[config.mk]
export PLATFORM = sky130hd
export DESIGN_NAME = rx_ring_seq
export DESIGN_NICKNAME = d
export VERILOG_FILES = /design/src/rtl/rxr_pkg.sv /design/src/rtl/rxr_ring_idx.sv /design/src/rtl/rxr_fill_ctr.sv /design/src/rtl/rxr_ctrl.sv /design/src/rtl/rx_ring_seq.sv
export SDC_FILE = /design/constraint.sdc
export NUM_CORES = 1
export LEC_CHECK = 0
export ABC_AREA = 1
export BUFFER_PORTS_ARGS = -buffer_cell sky130_fd_sc_hd__buf_4
export CORE_MARGIN = 2
export CORE_UTILIZATION = 45
export CTS_BUF_LIST = sky130_fd_sc_hd__clkbuf_8
export CTS_CLUSTER_SIZE = 10
export DETAILED_ROUTE_END_ITERATION = 16
export PLACE_DENSITY = 0.7
export SETUP_SLACK_MARGIN = 0.05
export SYNTH_ARGS = -nofsm -noshare
export SYNTH_HDL_FRONTEND = slang
export SYNTH_SLANG_ARGS = --single-unit
[constraint.sdc]
create_clock -name clk -period 2.7 [get_ports clk]
set_input_delay 0.135 -clock clk [delete_from_list [all_inputs] [get_ports clk]]
set_output_delay 0.135 -clock clk [all_outputs]
set_load 0.005 [all_outputs]
[src/rtl/rxr_pkg.sv]
package rxr_pkg;
   localparam int ST_EMPTY = 15;
   localparam int ST_WRAP  = 13;
   localparam int ST_LAST  = 11;
   localparam int ST_CONT  = 9;
   localparam int ST_ERR   = 1;
   localparam int WORDS_PER_DESC = 3;

   typedef enum logic [1:0] {
      WS_STAT = 2'd0,
      WS_LEN  = 2'd1,
      WS_ADDR = 2'd2
   } wsel_t;

   typedef enum logic [3:0] {
      S_IDLE, S_WAIT, S_FS, S_FC, S_FA, S_FB, S_OPEN, S_CL, S_CS
   } seq_state_t;
endpackage

[src/rtl/rxr_ring_idx.sv]
module rxr_ring_idx #(
   parameter int NDESC     = 4,
   parameter int AW        = 8,
   parameter int DTAB_BASE = 0
) (
   input  logic          clk,
   input  logic          rst_n,
   input  logic          clr,
   input  logic          adv,
   input  logic          wrap_req,
   output logic [AW-1:0] desc_base
);
   import rxr_pkg::*;
   localparam int IDX_W = (NDESC > 1) ? $clog2(NDESC) : 1;

   logic [IDX_W-1:0] idx;
   logic [IDX_W-1:0] idx_inc;

   generate
      if (NDESC < 2) begin : g_bad_n
         $error("NDESC must be at least 2");
      end
      if (DTAB_BASE + WORDS_PER_DESC * NDESC > (1 << AW)) begin : g_bad_aw
         $error("descriptor table does not fit the address width");
      end
      if (NDESC == (1 << IDX_W)) begin : g_pow2
         assign idx_inc = idx + IDX_W'(1);
      end else begin : g_cmp
         assign idx_inc = (idx == IDX_W'(NDESC - 1)) ? '0 : idx + IDX_W'(1);
      end
   endgenerate

   always_ff @(posedge clk or negedge rst_n) begin
      if (!rst_n)                idx <= '0;
      else if (clr)              idx <= '0;
      else if (adv && wrap_req)  idx <= '0;
      else if (adv)              idx <= idx_inc;
   end

   assign desc_base = AW'(DTAB_BASE + WORDS_PER_DESC * int'(idx));

   AST_IDX_RANGE: assert property (@(posedge clk) disable iff (!rst_n)
      int'(idx) < NDESC);
   AST_WRAP_ZERO: assert property (@(posedge clk) disable iff (!rst_n)
      (adv && wrap_req && !clr) |=> (desc_base == AW'(DTAB_BASE)));
endmodule

[src/rtl/rxr_fill_ctr.sv]
module rxr_fill_ctr #(
   parameter int LEN_W = 16
) (
   input  logic             clk,
   input  logic             rst_n,
   input  logic             clr,
   input  logic             inc,
   input  logic [LEN_W-1:0] max_len,
   output logic [LEN_W-1:0] count,
   output logic             last_slot
);
   logic [LEN_W:0] eff_max;
   logic [LEN_W:0] count_p1;

   generate
      if (LEN_W < 1) begin : g_bad_len
         $error("LEN_W must be positive");
      end
   endgenerate

   assign eff_max   = (max_len == '0) ? (LEN_W+1)'(1) : {1'b0, max_len};
   assign count_p1  = {1'b0, count} + (LEN_W+1)'(1);
   assign last_slot = (count_p1 >= eff_max);

   always_ff @(posedge clk or negedge rst_n) begin
      if (!rst_n)    count <= '0;
      else if (clr)  count <= '0;
      else if (inc)  count <= count + LEN_W'(1);
   end

   AST_FILL_BOUND: assert property (@(posedge clk) disable iff (!rst_n)
      (inc && !clr) |-> ({1'b0, count} < eff_max));
endmodule

[src/rtl/rxr_ctrl.sv]
module rxr_ctrl #(
   parameter int AW    = 8,
   parameter int DW    = 16,
   parameter int BAW   = 16,
   parameter int LEN_W = 16
) (
   input  logic             clk,
   input  logic             rst_n,
   input  logic             chan_en,
   input  logic             rx_valid,
   input  logic [7:0]       rx_data,
   input  logic             rx_eof,
   input  logic             rx_err,
   input  logic [AW-1:0]    desc_base,
   input  logic [LEN_W-1:0] count,
   input  logic             last_slot,
   output logic             cnt_clr,
   output logic             cnt_inc,
   output logic             idx_clr,
   output logic             idx_adv,
   output logic             wrap_req,
   output logic             dm_re,
   output logic             dm_we,
   output logic [AW-1:0]    dm_addr,
   output logic [DW-1:0]    dm_wdata,
   input  logic [DW-1:0]    dm_rdata,
   output logic             buf_we,
   output logic [BAW-1:0]   buf_addr,
   output logic [7:0]       buf_wdata,
   output logic             busy_err
);
   import rxr_pkg::*;

   generate
      if (DW < 16) begin : g_bad_dw
         $error("DW must hold the 16-bit status layout");
      end
      if (BAW > DW || LEN_W > DW) begin : g_bad_w
         $error("BAW and LEN_W must not exceed DW");
      end
   endgenerate

   seq_state_t     state;
   wsel_t          wsel;
   logic [7:0]     pend_data;
   logic           pend_eof, pend_err;
   logic [DW-1:0]  stat_q;
   logic [BAW-1:0] base_q;
   logic           close_eof, close_err;

   logic           take_valid, take_eof, take_err, take_close;
   logic [7:0]     take_data;
   logic [BAW-1:0] take_base;
   logic [DW-1:0]  stat_new;

   always_comb begin
      take_valid = (state == S_FB) || (state == S_OPEN && rx_valid);
      take_data  = (state == S_FB) ? pend_data : rx_data;
      take_eof   = (state == S_FB) ? pend_eof  : rx_eof;
      take_err   = (state == S_FB) ? pend_err  : rx_err;
      take_base  = (state == S_FB) ? dm_rdata[BAW-1:0] : base_q;
      take_close = take_valid && (take_err || take_eof || last_slot);

      stat_new = stat_q;
      if (!stat_q[ST_CONT]) stat_new[ST_EMPTY] = 1'b0;
      stat_new[ST_LAST] = close_eof;
      stat_new[ST_ERR]  = close_err;

      wsel = WS_STAT;
      dm_re = 1'b0;
      dm_we = 1'b0;
      dm_wdata = '0;
      case (state)
         S_FS: begin dm_re = chan_en; wsel = WS_STAT; end
         S_FA: begin dm_re = chan_en; wsel = WS_ADDR; end
         S_CL: begin dm_we = chan_en; wsel = WS_LEN;  dm_wdata = DW'(count); end
         S_CS: begin dm_we = chan_en; wsel = WS_STAT; dm_wdata = stat_new; end
         default: ;
      endcase
      dm_addr = desc_base + AW'(wsel);

      buf_we    = chan_en && take_valid && !take_err;
      buf_addr  = take_base + BAW'(count);
      buf_wdata = take_data;
      cnt_inc   = buf_we;
      cnt_clr   = !chan_en || (state == S_CS);
      idx_clr   = !chan_en;
      idx_adv   = chan_en && (state == S_CS);
      wrap_req  = stat_q[ST_WRAP];
      busy_err  = chan_en && (state == S_FC) && !dm_rdata[ST_EMPTY];
   end

   always_ff @(posedge clk or negedge rst_n) begin
      if (!rst_n) begin
         state     <= S_IDLE;
         pend_data <= '0;
         pend_eof  <= 1'b0;
         pend_err  <= 1'b0;
         stat_q    <= '0;
         base_q    <= '0;
         close_eof <= 1'b0;
         close_err <= 1'b0;
      end else if (!chan_en) begin
         state <= S_IDLE;
      end else begin
         case (state)
            S_IDLE: state <= S_WAIT;
            S_WAIT: if (rx_valid) begin
               pend_data <= rx_data;
               pend_eof  <= rx_eof;
               pend_err  <= rx_err;
               state     <= S_FS;
            end
            S_FS: state <= S_FC;
            S_FC: if (!dm_rdata[ST_EMPTY]) begin
               state <= S_WAIT;
            end else begin
               stat_q <= dm_rdata;
               state  <= S_FA;
            end
            S_FA: state <= S_FB;
            S_FB, S_OPEN: begin
               if (state == S_FB) base_q <= dm_rdata[BAW-1:0];
               if (take_close) begin
                  close_eof <= take_eof && !take_err;
                  close_err <= take_err;
                  state     <= S_CL;
               end else begin
                  state <= S_OPEN;
               end
            end
            S_CL: state <= S_CS;
            S_CS: state <= S_WAIT;
            default: state <= S_IDLE;
         endcase
      end
   end

   AST_LEN_THEN_STAT: assert property (@(posedge clk) disable iff (!rst_n)
      (dm_we && wsel == WS_STAT) |-> $past(dm_we && wsel == WS_LEN));
   AST_BUSY_QUIET: assert property (@(posedge clk) disable iff (!rst_n)
      busy_err |-> (!dm_we && !buf_we));
   AST_BUSY_ONE: assert property (@(posedge clk) disable iff (!rst_n)
      busy_err |=> !busy_err);
   AST_PACED_INPUT: assert property (@(posedge clk) disable iff (!rst_n)
      (rx_valid && chan_en) |-> (state == S_WAIT || state == S_OPEN));
   AST_ERR_NOT_STORED: assert property (@(posedge clk) disable iff (!rst_n)
      (state == S_OPEN && rx_valid && rx_err) |-> !buf_we);
endmodule

[src/rtl/rx_ring_seq.sv]
module rx_ring_seq #(
   parameter int NDESC     = 4,
   parameter int AW        = 8,
   parameter int DTAB_BASE = 0,
   parameter int DW        = 16,
   parameter int BAW       = 16,
   parameter int LEN_W     = 16
) (
   input  logic             clk,
   input  logic             rst_n,
   input  logic             chan_en,
   input  logic             rx_valid,
   input  logic [7:0]       rx_data,
   input  logic             rx_eof,
   input  logic             rx_err,
   input  logic [LEN_W-1:0] max_len,
   output logic             dm_re,
   output logic             dm_we,
   output logic [AW-1:0]    dm_addr,
   output logic [DW-1:0]    dm_wdata,
   input  logic [DW-1:0]    dm_rdata,
   output logic             buf_we,
   output logic [BAW-1:0]   buf_addr,
   output logic [7:0]       buf_wdata,
   output logic             busy_err
);
   logic [AW-1:0]    desc_base;
   logic [LEN_W-1:0] count;
   logic             last_slot, cnt_clr, cnt_inc, idx_clr, idx_adv, wrap_req;

   rxr_ring_idx #(.NDESC(NDESC), .AW(AW), .DTAB_BASE(DTAB_BASE)) u_ring (
      .clk(clk), .rst_n(rst_n), .clr(idx_clr), .adv(idx_adv),
      .wrap_req(wrap_req), .desc_base(desc_base));

   rxr_fill_ctr #(.LEN_W(LEN_W)) u_fill (
      .clk(clk), .rst_n(rst_n), .clr(cnt_clr), .inc(cnt_inc),
      .max_len(max_len), .count(count), .last_slot(last_slot));

   rxr_ctrl #(.AW(AW), .DW(DW), .BAW(BAW), .LEN_W(LEN_W)) u_ctrl (
      .clk(clk), .rst_n(rst_n), .chan_en(chan_en), .rx_valid(rx_valid),
      .rx_data(rx_data), .rx_eof(rx_eof), .rx_err(rx_err),
      .desc_base(desc_base), .count(count), .last_slot(last_slot),
      .cnt_clr(cnt_clr), .cnt_inc(cnt_inc), .idx_clr(idx_clr),
      .idx_adv(idx_adv), .wrap_req(wrap_req), .dm_re(dm_re), .dm_we(dm_we),
      .dm_addr(dm_addr), .dm_wdata(dm_wdata), .dm_rdata(dm_rdata),
      .buf_we(buf_we), .buf_addr(buf_addr), .buf_wdata(buf_wdata),
      .busy_err(busy_err));

   AST_QUIET_DISABLED: assert property (@(posedge clk) disable iff (!rst_n)
      $past(!chan_en) |-> (!dm_we && !buf_we && !busy_err));
endmodule

* After elaboration in Yosys (flattened, before gate mapping)
Cells that the tools add are included.
** Storage, ports and cells
- Output and inout bits :: 52
- Memory bits (read-only) :: 0
- Bits in latches :: 0
- Register bits after elaboration :: 66
- Memory bits (writable) :: 0
- Memories :: 0
- Input bits :: 46
- Word-level logic and storage cells :: 74
** Cells by class
- Magnitude comparators :: 1
- Muxes and demuxes :: 20
- Bitwise gates (word level) :: 0
- Reduce and logical (&&, ||, !) cells :: 27
- $mul :: 1
- Equality and inequality tests :: 10
- Divide/modulo/power cells :: 0
- Shift-type cells :: 0
- Add/sub/neg operators :: 5
** Operators by type and width (number)
- $mux 16 :: 4
- $pmux 16 s2 :: 1
- $pmux 4 s7 :: 1
- $add 16x1->17 const B :: 1
- $ge 17x17->1 :: 1
- $add 16x1->16 const B :: 1
- $add 16x16->16 :: 1
- $eq 4x3->1 const B :: 4
- $logic_not 16->1 :: 1
- $logic_and 1x1->1 :: 9
- $reduce_and 3->1 :: 3
- $eq 4x2->1 const B :: 2
- $mux 4 :: 2
- $mux 8 :: 1
- $reduce_or 2->1 :: 4
- $mux 1 :: 6
- $mux 2 :: 3
- $add 4x2->5 :: 1
- $eq 4x1->1 const B :: 1
- $eq 4x4->1 const B :: 1
- $logic_not 4->1 :: 1
- $logic_or 1x1->1 :: 4
- $mul 2x2->4 const A :: 1
- $pmux 2 s2 :: 1
- other kinds (7) :: 9

* Longest topological paths before layout
- Depth in word-level cells :: 8
- Depth in mapped cells :: 19
- Depth with buffers taken out :: 19

* Hierarchy
A second synthesis with hierarchy kept.
** Unflattened totals
- Cell total of the unflattened synthesis :: 706
- Area, all modules :: 5207.5 µm²
** Modules (own cells, without submodules)
- rxr_ctrl :: cells each 452, area each 3478.3 µm², instances 1, sequential area each 1151.1 µm²
- rxr_fill_ctr :: cells each 229, area each 1552.7 µm², instances 1, sequential area each 400.4 µm²
- rxr_ring_idx :: cells each 25, area each 176.4 µm², instances 1, sequential area each 50.0 µm²

* Worst setup path after synthesis
Ideal clock, no wire load.
- Path kind :: register to output
- From :: register u_ctrl.state[0]
- To :: output port buf_addr[12]
- Data arrival time :: 2574 ps
- Required time :: 2565 ps
- Stages on the path, launching flop included :: 17
- Path slack :: -9 ps
- Buffers on the path :: 2
- Path through :: dfrtp_1 > inv_1 > nor2_4 > nand2_4 > buf_6 > buf_2 > nand2_1 > o21ai_1 > ha_1 > inv_1 > fa_1 > o21ai_1 > a21oi_1 > o21ai_2 > a21boi_1 > o21ai_1 > xor2_1
** Between the ends
- Cells in the longest elaborated chain, start to end :: 3
** RTL lines
- start: declaration :: line rxr_ctrl.sv:43 : seq_state_t state;
- start signal: assignment :: line rxr_ctrl.sv:95 : state <= S_IDLE;
- start signal: assignment :: line rxr_ctrl.sv:104 : state <= S_IDLE;
- start signal: assignment :: line rxr_ctrl.sv:107 : S_IDLE: state <= S_WAIT;
- $eq 4x3->1 :: line rxr_ctrl.sv:61 : take_base = (state == S_FB) ? dm_rdata[BAW-1:0] : base_q;
- $mux 16
- net u_ctrl.take_base[0] :: line rxr_ctrl.sv:53 : logic [BAW-1:0] take_base;
- $add 16x16->16 :: line rxr_ctrl.sv:83 : buf_addr = take_base + BAW'(count);
- end: declaration :: line rx_ring_seq.sv:23 : output logic [BAW-1:0] buf_addr,
The timed path passes the listed nets, and every way through them passes these cells.

* Worst setup path in the final report
- From :: register u_ctrl.state[3]
- To :: output port buf_addr[12]
** Between the ends
- Cells in the longest elaborated chain, start to end :: 3
** RTL lines (line)
- $eq 4x3->1 :: rxr_ctrl.sv:61
- $mux 16
- $add 16x16->16 :: rxr_ctrl.sv:83
No other way between the ends.

==> results.json <==
{
  "rows": 37,
  "wl_um": 13400,
  "firstDrtPassIters": 5,
  "fillers": 898,
  "final_core_util_pct": 63.0,
  "place_congestion": 0.905,
  "r2r-end": "u_ctrl.close_eof",
  "ys_seq_area_share_pct": 33.8,
  "multi_input_area_um2": 2920,
  "hp-start": "rx_valid",
  "pin_count": 98,
  "reg2reg_slack_ns": 0.05,
  "cp_num_buf_inv": 2,
  "syn_area_um2": 4740,
  "yosysTopAreaCellShare_pct": 33.8,
  "port_buffers": 93,
  "cap_violations": 0,
  "synthCells": 612,
  "finalNonFillerCells": 904,
  "reg2reg_depth": 16,
  "synth_area_leader_cell": "dfrtp_1",
  "drive_gt1_share_pct": 34.8,
  "htreeDepth": 3,
  "worstReg2RegStart": "u_fill.count[1]",
  "regArea_um2": 1610,
  "slew_viol_final": 0,
  "syn_area_per_cell_um2": 7.75,
  "yosys_warnings": 0,
  "cp_max_fo": 6,
  "clk_pin_slew_ns": 0.07,
  "path_class": "reg2out",
  "finalSetupViolations": 12,
  "whs_ns": 0.0385,
  "nNetsFinal": 847,
  "synthTopCellsByArea": "dfrtp_1, nand2_1, ha_1",
  "via_per_inst": 5.12,
  "crit_chain": "nor2_4, nand2_4, nand2_1, o21ai_0, buf_4, fa_2, o21ai_2, a21oi_2, o21ai_2, a21boi_2, o21ai_1, xor2_1, buf_4",
  "die_h_um": 107,
  "hpwl_um": 9600,
  "clock_path_buffers": 2,
  "synth_cell_types": 46,
  "place_area_um2": 5650,
  "grt_max_degree": 65,
  "core_um2": 10300,
  "drt_iter0_drc": 265,
  "ir_drop_uv": 323,
  "diodes": 0,
  "antenna_found_initial": 0,
  "skew_ns": 0.0138,
  "total_power_mw": 4.00,
  "grt_first_pass_wirelength_um": 20700,
  "avgRoutedWirePerCell_um": 14.9,
  "dp_cells": 845,
  "p_leak_nw": 3.40,
  "status": "finished with violations",
  "hold_path_depth": 4,
  "max_slew.worst_pin.slew_ns": 0.834,
  "fp.dieW_um": 107,
  "cts_root_buf": "clkbuf_8",
  "worst_path_max_delay_cell": "dfrtp_1",
  "gr-usage-all-layers_pct": 23.0,
  "vias": 4624,
  "grt_pass1_vias": 4399,
  "cpPeakStageDelay_ns": 0.41,
  "cp.arrival_ns": 2.79,
  "ys_ff_latch": 64,
  "worstHoldEndpoint": "u_ctrl.state[0]",
  "p_per_area_nw_per_um2": 618,
  "cts_tree": "yes",
  "overflow": 0,
  "start_util_pct": 46.2,
  "insertion_delay_ns": 0.36,
  "slew_headroom_pct": 44.4,
  "required_ns": 2.57,
  "die-area_um2": 11400,
  "hp-class": "in2reg",
  "syn_to_final_growth_pct": 36.5,
  "endpoint_kind": "output pin",
  "hold_viol_final": 0,
  "stdcell_area_um2": 6480,
  "min_period_over_period_pct": 108,
  "drc": 0,
  "timing.fmax_mhz": 342,
  "finalWorstSetupSlack_ns": -0.226,
  "cts-buffers-inserted": 9,
  "period_needed_ns": 2.93,
  "ant_nets": 0,
  "crit_family": "compound AO/OA/AOI/OAI gates",
  "cp-start-kind": "flop",
  "rsz0062_at_grt": "yes",
  "violations": "negative setup slack",
  "clock-sinks": 64
}
## synthesized netlist by cell type (all sizes together)
master and count:
a211oi 1, a21boi 1, a21o 1, a21oi 35
a311oi 1, a31oi 1, a32o 1, a41o 1
and3 1, buf 15, clkbuf 4, conb 1
dfrtp 64, fa 3, ha 35, inv 108
mux2 14, nand2 134, nand3 9, nand4 14
nor2 37, nor3 7, nor4 7, o2111ai 1
o211ai 1, o21ai 81, o22ai 4, o31ai 2
xnor2 4, xor2 24
## routing by layer
metal,wire [um],GRT usage [%],share of wire [%]
met5,0,0,0
met4,240,7.14,1.8
met3,497,3.83,3.7
met2,6610,37.9,49
met1,6100,30.9,45
## cells by family after synthesis
kind of cell / synth area share (%)
buf+inv: 11.3
compound gates: 15.2
flops: 33.8
other cells: 0.0790
mux: 3.32
simple gates: 20.4
fa+ha+maj: 10.5
xor+xnor: 5.49
## layout make-up
cell class | instances | share of cell area [%]
Clock buffer | 10 | 2.13
Clock inverter | 6 | 0.425
Inverter | 108 | 6.34
Multi-Input combinational cell | 424 | 45.1
Sequential cell | 64 | 24.8
Tap cell | 136 | 2.63
Timing Repair Buffer | 156 | 18.6
## worst register-to-register path, stage by stage (launching register included)
cell and delay, ns:
dfrtp_1 0.38, buf_6 0.12, nand3_4 0.08, nor2_4 0.13, nand2_2 0.08, nor3_4 0.21, buf_6 0.13, nand4_1 0.15
xor2_2 0.25, ha_4 0.30, nand4_1 0.11, nor4_2 0.16, nand2_1 0.09, nand4_1 0.15, nand3_1 0.11, nand2_1 0.07
nand2_1 0.04
## what timing repair did
item	CTS	global route
gates cloned	0	0
hold buffers	1	0
resized for setup	29	45
hold endpoints to repair	64	0
buffers inserted	30	14
pin swaps	19	30
endpoints found under the setup margin	15	17
## flip-flops by register name, indices dropped and copies added (netlist names)
name and count:
u_ctrl.base_q 16, u_fill.count 16, u_ctrl.state 4, u_ctrl.close_err 1, u_ctrl.pend_eof 1, u_ctrl.stat_q 14, u_ctrl.pend_err 1, u_ctrl.pend_data 8
u_ring.idx 2, u_ctrl.close_eof 1
## power by group
part	total, mW	internal, mW	switching [mW]
Combinational	1.84	0.890	0.951
Clock	0.730	0.345	0.386
Sequential	1.43	1.26	0.171
## placed cells by master, fill, tap and decap left out, drive strengths merged, types with 2 or more instances in the layout
cell type / n
a21oi: 35
buf: 155
clkbuf: 10
clkinv: 4
conb: 4
dfrtp: 64
fa: 3
ha: 35
inv: 110
mux2: 14
nand2: 134
nand3: 9
nand4: 14
nor2: 37
nor3: 7
nor4: 7
o21ai: 81
o22ai: 4
o31ai: 2
xnor2: 4
xor2: 24
## per-stage QoR
stage	setup WS [ns]	setup TNS, ns
after global routing	-0.369	-3.49
after floorplan	0.0502	0
after detailed placement	-0.129	-0.372
after CTS	-0.164	-0.697
final	-0.226	-1.66
after global placement	-0.00433	-0.00471
## worst max-delay path by stage
stage / depth (start not counted) / to / from / slack, ns
2_1_floorplan: 16 / buf_addr[12] / u_ctrl.state[0] / 0.05
3_3_place_gp: 16 / u_ctrl.close_eof / u_fill.count[0] / -0.004
3_5_place_dp: 16 / u_ctrl.close_eof / u_fill.count[0] / -0.13
4_1_cts: 13 / buf_addr[12] / u_ctrl.state[3] / -0.16
5_1_grt: 13 / buf_addr[12] / u_ctrl.state[3] / -0.37
6_report: 13 / buf_addr[12] / u_ctrl.state[3] / -0.23
Note: power is estimated with default switching activity, not from simulation.
